File: src/rtl/usbIntPkg.sv
package usbIntPkg;
  typedef enum logic [1:0] {
    SEL_CLEAR = 2'd0,
    SEL_MASK  = 2'd1,
    SEL_TOP   = 2'd2
  } regSel_e;

  localparam int EVT_BITS  = 4;
  localparam int STAT_BITS = 6;

  typedef struct packed {
    logic [EVT_BITS-1:0] clrBits;
    logic                maskLoad;
    logic                enLoad;
  } ctlStrobe_t;
endpackage

File: src/rtl/usbIntCtrl.sv
module usbIntCtrl
  import usbIntPkg::*;
#(
  parameter int HOLD_MS = 3
) (
  input  logic                clk,
  input  logic                rstN,
  input  logic                regWrEn,
  input  logic [1:0]          regSel,
  input  logic [EVT_BITS-1:0] wrLow,
  input  logic                busActivity,
  input  logic                frameDone,
  input  logic                msTick,
  input  logic                wakeEnable,
  output ctlStrobe_t          strobe,
  output logic                needClock,
  output logic                wakeReq
);
  localparam int CNT_W = $clog2(HOLD_MS + 1);

  logic [CNT_W-1:0] msLeft;
  logic             needPrev;
  logic             reload;

  always_comb begin
    strobe = '0;
    if (regWrEn) begin
      case (regSel_e'(regSel))
        SEL_CLEAR: strobe.clrBits  = wrLow;
        SEL_MASK:  strobe.maskLoad = 1'b1;
        SEL_TOP:   strobe.enLoad   = 1'b1;
        default:   strobe = '0;
      endcase
    end
  end

  assign reload = busActivity | frameDone;

  always_ff @(posedge clk) begin
    if (!rstN) begin
      needClock <= 1'b0;
      needPrev  <= 1'b0;
      msLeft    <= '0;
    end else begin
      needPrev <= needClock;
      if (reload) begin
        needClock <= 1'b1;
        msLeft    <= CNT_W'(HOLD_MS);
      end else if (needClock && msTick) begin
        if (msLeft <= CNT_W'(1)) begin
          needClock <= 1'b0;
          msLeft    <= '0;
        end else begin
          msLeft <= msLeft - CNT_W'(1);
        end
      end
    end
  end

  assign wakeReq = wakeEnable & needClock & ~needPrev;

  assert_activity_sets_R10: assert property (@(posedge clk) disable iff (!rstN)
    (busActivity || frameDone) |=> needClock);
  assert_drop_on_tick_R10: assert property (@(posedge clk) disable iff (!rstN)
    $fell(needClock) |-> ($past(msTick) && !$past(busActivity) && !$past(frameDone)));
  assert_wake_single_R11: assert property (@(posedge clk) disable iff (!rstN)
    wakeReq |=> !wakeReq);
endmodule

File: src/rtl/usbIntDatapath.sv
module usbIntDatapath
  import usbIntPkg::*;
#(
  parameter int NUM_EP = 4
) (
  input  logic                 clk,
  input  logic                 rstN,
  input  ctlStrobe_t           strobe,
  input  logic [STAT_BITS-1:0] wrMask,
  input  logic                 wrEnable,
  input  logic                 frameTick,
  input  logic [NUM_EP-1:0]    epEvent,
  input  logic [NUM_EP-1:0]    epPriority,
  input  logic                 busReset,
  input  logic                 suspendChange,
  input  logic                 connectChange,
  input  logic                 cmdEmpty,
  input  logic                 cmdFull,
  input  logic                 needClock,
  output logic [31:0]          devStatus,
  output logic [31:0]          topStatus,
  output logic [STAT_BITS-1:0] intMask,
  output logic                 fastIrq,
  output logic                 slowIrq,
  output logic                 irqOut
);
  logic [EVT_BITS-1:0]  setVec;
  logic [EVT_BITS-1:0]  evtBits;
  logic                 cmdEmptyQ;
  logic                 cmdFullQ;
  logic                 globalEn;
  logic [STAT_BITS-1:0] statusAll;
  logic [STAT_BITS-1:0] pending;

  assign setVec[0] = frameTick;
  assign setVec[1] = |(epEvent & epPriority);
  assign setVec[2] = |(epEvent & ~epPriority);
  assign setVec[3] = busReset | suspendChange | connectChange;

  for (genvar i = 0; i < EVT_BITS; i++) begin : g_evt
    always_ff @(posedge clk) begin
      if (!rstN) evtBits[i] <= 1'b0;
      else       evtBits[i] <= setVec[i] | (evtBits[i] & ~strobe.clrBits[i]);
    end
    // a set always lands, even against a clear
    assert_set_wins_R6: assert property (@(posedge clk) disable iff (!rstN)
      setVec[i] |=> evtBits[i]);
    assert_clear_R6: assert property (@(posedge clk) disable iff (!rstN)
      (strobe.clrBits[i] && !setVec[i]) |=> !evtBits[i]);
  end

  always_ff @(posedge clk) begin
    if (!rstN) begin
      cmdEmptyQ <= 1'b1;
      cmdFullQ  <= 1'b0;
      intMask   <= '0;
      globalEn  <= 1'b1;
    end else begin
      cmdEmptyQ <= cmdEmpty;
      cmdFullQ  <= cmdFull;
      if (strobe.maskLoad) intMask  <= wrMask;
      if (strobe.enLoad)   globalEn <= wrEnable;
    end
  end

  assign statusAll = {cmdFullQ, cmdEmptyQ, evtBits};
  assign pending   = statusAll & intMask;
  assign fastIrq   = pending[1];
  assign slowIrq   = pending[2];
  assign irqOut    = globalEn & (|pending);
  assign devStatus = {{(32-STAT_BITS){1'b0}}, statusAll};
  assign topStatus = {globalEn, 22'd0, needClock, 7'd0, |pending};

  assert_fast_route_R2: assert property (@(posedge clk) disable iff (!rstN)
    (|(epEvent & epPriority)) |=> devStatus[1]);
  assert_slow_route_R2: assert property (@(posedge clk) disable iff (!rstN)
    (|(epEvent & ~epPriority)) |=> devStatus[2]);
  assert_cmd_track_R4: assert property (@(posedge clk) disable iff (!rstN)
    cmdEmpty |=> devStatus[4]);
endmodule

File: src/rtl/usbIntAggregator.sv
module usbIntAggregator
  import usbIntPkg::*;
#(
  parameter int NUM_EP  = 4,
  parameter int HOLD_MS = 3
) (
  input  logic              clk,
  input  logic              rstN,
  input  logic              frameTick,
  input  logic [NUM_EP-1:0] epEvent,
  input  logic [NUM_EP-1:0] epPriority,
  input  logic              busReset,
  input  logic              suspendChange,
  input  logic              connectChange,
  input  logic              cmdEmpty,
  input  logic              cmdFull,
  input  logic              busActivity,
  input  logic              frameDone,
  input  logic              msTick,
  input  logic              wakeEnable,
  input  logic              regWrEn,
  input  logic [1:0]        regSel,
  input  logic [31:0]       wrData,
  output logic [31:0]       devStatus,
  output logic [31:0]       topStatus,
  output logic [5:0]        intMask,
  output logic              fastIrq,
  output logic              slowIrq,
  output logic              irqOut,
  output logic              wakeReq
);
  ctlStrobe_t strobe;
  logic       needClock;
  logic       unusedWrBits;

  assign unusedWrBits = ^wrData[30:STAT_BITS];

  usbIntCtrl #(.HOLD_MS(HOLD_MS)) i_ctrl (
    .clk         (clk),
    .rstN        (rstN),
    .regWrEn     (regWrEn),
    .regSel      (regSel),
    .wrLow       (wrData[EVT_BITS-1:0]),
    .busActivity (busActivity),
    .frameDone   (frameDone),
    .msTick      (msTick),
    .wakeEnable  (wakeEnable),
    .strobe      (strobe),
    .needClock   (needClock),
    .wakeReq     (wakeReq)
  );

  usbIntDatapath #(.NUM_EP(NUM_EP)) i_data (
    .clk           (clk),
    .rstN          (rstN),
    .strobe        (strobe),
    .wrMask        (wrData[STAT_BITS-1:0]),
    .wrEnable      (wrData[31]),
    .frameTick     (frameTick),
    .epEvent       (epEvent),
    .epPriority    (epPriority),
    .busReset      (busReset),
    .suspendChange (suspendChange),
    .connectChange (connectChange),
    .cmdEmpty      (cmdEmpty),
    .cmdFull       (cmdFull),
    .needClock     (needClock),
    .devStatus     (devStatus),
    .topStatus     (topStatus),
    .intMask       (intMask),
    .fastIrq       (fastIrq),
    .slowIrq       (slowIrq),
    .irqOut        (irqOut)
  );

  assert_gate_R8: assert property (@(posedge clk) disable iff (!rstN)
    !topStatus[31] |-> !irqOut);
  assert_reserved_R9: assert property (@(posedge clk) disable iff (!rstN)
    (regWrEn && regSel == 2'd2) |=> (topStatus[30:9] == 22'd0 && topStatus[7:1] == 7'd0));
endmodule

File: config.mk
export PLATFORM = sky130hd
export DESIGN_NAME = usbIntAggregator
export DESIGN_NICKNAME = d
export VERILOG_FILES = /design/src/rtl/usbIntPkg.sv /design/src/rtl/usbIntCtrl.sv /design/src/rtl/usbIntDatapath.sv /design/src/rtl/usbIntAggregator.sv
export SDC_FILE = /design/constraint.sdc
export NUM_CORES = 1
export LEC_CHECK = 0
export CAP_MARGIN = 20
export CORE_MARGIN = 1.5
export CORE_UTILIZATION = 28
export CTS_CLUSTER_DIAMETER = 30
export DETAILED_ROUTE_END_ITERATION = 8
export PLACE_DENSITY = 0.82
export SYNTH_ARGS = -nofsm -noshare
export SYNTH_HDL_FRONTEND = slang
export SYNTH_SLANG_ARGS = --single-unit
export TNS_END_PERCENT = 100
File: constraint.sdc
create_clock -name clk -period 1.76 [get_ports clk]
set_clock_uncertainty 0.05 [all_clocks]
set_input_delay 0.176 -clock clk [delete_from_list [all_inputs] [get_ports clk]]
set_output_delay 0.176 -clock clk [all_outputs]
set_load 0.02 [all_outputs]
-- Word-level counts from Yosys, hierarchy flattened
Cells that the tools add are included.
Widths: inputs -> output; s select.
- eq/ne operators: 2
- order comparisons: 1
- reduce and logical (&&, ||, !) cells: 8
- $add $sub $neg: 1
- muxes and demuxes: 10
- bitwise gates (word level): 23
- operators by type and width (operator ; count):
    $and 4x4->4 ; 2
    $reduce_or 4->1 ; 2
    $and 1x1->1 ; 7
    $or 1x1->1 ; 7
    $and 6x6->6 ; 1
    $mux 2 ; 3
    $mux 6 ; 1
    $reduce_or 6->1 ; 1
    $mux 1 ; 5
    $not 1->1 ; 5
    $mux 4 ; 1
    $not 4->4 ; 1
    $reduce_bool 2->1 ; 2
    $eq 2x1->1 const B ; 1
    $eq 2x2->1 const B ; 1
    $le 2x1->1 const B ; 1
    $logic_not 2->1 ; 1
    $reduce_and 2->1 ; 1
    $sub 2x1->2 const B ; 1
    $logic_and 1x1->1 ; 1
- output and inout port bits: 74
- register bits after elaboration: 17
- logic and storage cells: 56
- input bits: 55

-- Logic depth before layout (Yosys ltp)
- word-level depth: 6
- gate-level depth with buffers: 3
- depth with buffers taken out: 3

-- Cells and area by module
Synthesis repeated with hierarchy kept, for this count alone.
- cell total of the unflattened synthesis: 138
- area, all modules: 1201.2 µm²
- modules (own cells, without submodules) (module ; times used ; cells each ; area each (µm²) ; seq. area each (µm²)):
    usbIntDatapath ; 1 ; 113 ; 993.5 ; 260.2
    usbIntCtrl ; 1 ; 25 ; 207.7 ; 80.1

-- Worst setup path after synthesis
Ideal clock, no wire load.
- path type: register -> output
- start point: reg i_data.evtBits[1] (netlist: i_data.devStatus[1])
- end point: out irqOut
- path buffers: 0
- cell stages (with the launch flop): 4
- slack: 0.128 ns
- arrival: 1.406 ns
- required time: 1.534 ns
- cell sequence: dfxtp_1 and2_1 or4_4 and2_4
- longest elaborated chain between the ends: 3
- RTL lines (element ; line ; source):
    start: declaration ; usbIntDatapath.sv:28 ; logic [EVT_BITS-1:0] evtBits;
    start signal: indexed assignment ; usbIntDatapath.sv:43 ; else evtBits[i] <= setVec[i] | (evtBits[i] & ~strobe.clrBits[i]);
    $and 6x6->6 ; usbIntDatapath.sv:67 ; assign pending = statusAll & intMask;
    net fastIrq ; usbIntAggregator.sv:27 ; output logic fastIrq,
    $reduce_or 6->1 ; n/a ;
    net topStatus[0] ; usbIntAggregator.sv:25 ; output logic [31:0] topStatus,
    $and 1x1->1 ; usbIntDatapath.sv:70 ; assign irqOut = globalEn & (|pending);
    end: declaration ; usbIntAggregator.sv:29 ; output logic irqOut,
The timed path passes the listed nets, and every way through them passes these cells.

-- Worst setup path after layout
- start point: reg i_data.evtBits[3] (netlist: i_data.devStatus[3])
- end point: out irqOut
- longest elaborated chain between the ends: 3
- RTL lines (element ; line):
    $and 6x6->6 ; usbIntDatapath.sv:67
    $reduce_or 6->1 ; usbIntDatapath.sv:70
    $and 1x1->1 ; usbIntDatapath.sv:70
Every way passes these cells.

==> impl_metrics.ini <==
[outcome]
status = complete, but fails checks
violations = negative setup slack

[clock_network]
clock-root-buffer = clkbuf_8
insertion_delay_ns = 0.24
cts_setup_buffers = 0
clock_path_buffers = 2
cts_num_sinks = 17
cts_tree = yes
clkTransAtPathRegs_ns = 0.06
h-tree-depth = 1
numCtsBuffers = 3

[floorplan]
coreArea_um2 = 4000
die_h_um = 67.5
die_area_um2 = 4560
die_w_um = 67.5
start_util_pct = 29.1
io_pins = 129
num_rows = 23

[power]
leakage_nw = 0.804
clock_power_share_pct = 27.0
p_seq_share_pct = 40.4
power.density_nw_per_um2 = 651
p_sw_w = 0.000333
ir_drop_v = 0.000368
p_int_w = 0.000716
p_comb_share_pct = 32.6
swShare_pct = 31.7

[sta]
drv_slew = 0
grt_setup_unrepaired = yes
finalSetupViolCount = 1
finalHoldViolCount = 0
fin_hold_ws_ns = 0.441
fmax_ghz = 0.564
fin_crit_ns = 1.77
finalCritPeriodShare_pct = 101
worst_slack_ns = -0.0136

[finish]
layout_commonest_cell = conb_1
diodes = 0
final_cell_mix = conb_1, clkdlybuf4s50_1, dfxtp_1, buf_4
fin_util_pct = 40.3
nets = 251
syn_to_final_growth_pct = 38.3
stdcell_count = 245
drive_gt1_share_pct = 12.8

[routing]
drc = 0
wire_per_inst_um = 9.36
antenna_left = 0
drt_wl_total_um = 2290
dr.pass1.iters = 4
num_vias = 915
vias_per_cell = 3.73
drt_iter0_drc = 24

[job]
maxCapViolCount = 0

[min_path]
hold_path.class = primary input to register
min_from = cmdEmpty

[worst_setup_path]
startpoint = i_data.devStatus[3]
cp-end-kind = output port
critPathKind = register to output port
cp.arrival_ns = 1.55
crit_required_ns = 1.53
r2r-start = i_data.devStatus[3]
cp-start-kind = register
path_max_fanout = 2

[global_routing]
grt_remaining_overflow = 0
antenna_found_initial = 0
grt_pass1_wl_um = 3610
grt_pass1_vias = 791
grt_max_degree = 10
grtUsageTotal_pct = 10.8

[yosys]
yosysSeqAreaShare_pct = 29.2
yosysTopAreaCell = buf_4
synthCells = 135
synthesis.area_um2 = 1160
synth_top_area_share_pct = 38.0
ys_warn_count = 0
avgSynthCellArea_um2 = 8.63
synth_ff_type = dfxtp_1
ys_types = 27
yosys_register_bits = 17
synth_area_leaders = buf_4, dfxtp_1, mux2i_1
synth_edf_count = 0
synthArstFlopShare_pct = 0

[place]
hpwl_um = 1940
place_inst = 241
portBuffers = 48
gp_congestion = 0.691
pre_cts_slack_ns = -0.184
==> repair_timing <==
action / CTS / global route
hold buffers: 0 / 0
pin swaps: 1 / 2
endpoints found under the setup margin: 2 / 1
gates resized for setup: 10 / 1
endpoints found under the hold margin: 0 / 0
==> cells in the mapped netlist, types with 2 or more instances <==
library cell and n:
buf_4 59, dfxtp_1 17, inv_1 7, mux2i_1 7, nor2_1 7, nand2_1 6
o21ai_0 4, and2_1 3, a21boi_0 2, a22o_1 2, a22oi_1 2, and2_4 2
nand3b_1 2, o22ai_1 2
==> worst max-delay path, cell delays in order, from the launching register on <==
cell and delay, ns:
dfxtp_2 0.32, a22o_1 0.23, or4_4 0.48, and2_4 0.15, buf_6 0.12
==> layer usage <==
metal	track usage (%)	routed length [um]	up-vias
met5	0	0	-
met1	11.4	860	405
li1	-	-	450
met3	4.67	240	2
met4	3.06	17	0
met2	19.5	1170	58
==> kinds of logic (layout without fill, tap and decap cells) <==
kind of cell           count (synthesis)  in the layout  share of synthesized area [%]
buffers and inverters                 67             73                           40.6
AND/OR/NAND/NOR                       24             24                           12.0
AO/OA/AOI/OAI                         19             19                           11.8
flip-flops                            17             17                           29.2
multiplexers                           7              7                           6.02
other                                  1             55                          0.322
==> power by group through the flow <==
stage	Combinational (W)	Clock, W	Sequential, W
2_1_floorplan	0.000278	0	0.000445
3_3_place_gp	0.000341	0	0.000431
3_5_place_dp	0.000344	0	0.000432
4_1_cts	0.000342	0.000297	0.000424
5_1_grt	0.000374	0.000315	0.000427
6_report	0.000342	0.000283	0.000423
==> flip-flops by register name, summed over array words and instances, names as in the netlist <==
name and cells:
i_ctrl.msLeft 2, i_data.intMask 6, i_data.globalEn 1, i_data.devStatus 4, i_ctrl.needClock 1, i_data.cmdFullQ 1, i_ctrl.needPrev 1, i_data.cmdEmptyQ 1
==> final timing paths <==
path / to / slack [ns] / cells after the start
setup / recovery: irqOut / -0.01 / 4
hold / removal: i_data.cmdEmptyQ / 0.44 / 2
setup reg to reg: i_data.devStatus[3] / 0.71 / 3
hold reg to reg: i_ctrl.msLeft[1] / 0.45 / 2
==> area by class of cell <==
cell class / count / area, um2
Clock buffer: 4 / 45.0
Inverter: 7 / 26.3
Timing Repair Buffer: 62 / 582
Fill cell: 429 / 2390
Multi-Input combinational cell: 105 / 554
Sequential cell: 17 / 342
Tap cell: 50 / 62.6
==> metrics by stage <==
| step | total power, W | setup TNS (ns) | instance area [um2] |
|---|---|---|---|
| after floorplan | 0.000723 | 0 | 1370 |
| after detailed placement | 0.000776 | -0.239 | 1570 |
| after global routing | 0.00112 | -0.0693 | 1610 |
| final | 0.00105 | -0.0136 | 1610 |
| after global placement | 0.000771 | -0.217 | 1570 |
| after CTS | 0.00106 | -0.0636 | 1610 |
No activity file was read; power rests on OpenSTA's default activity.
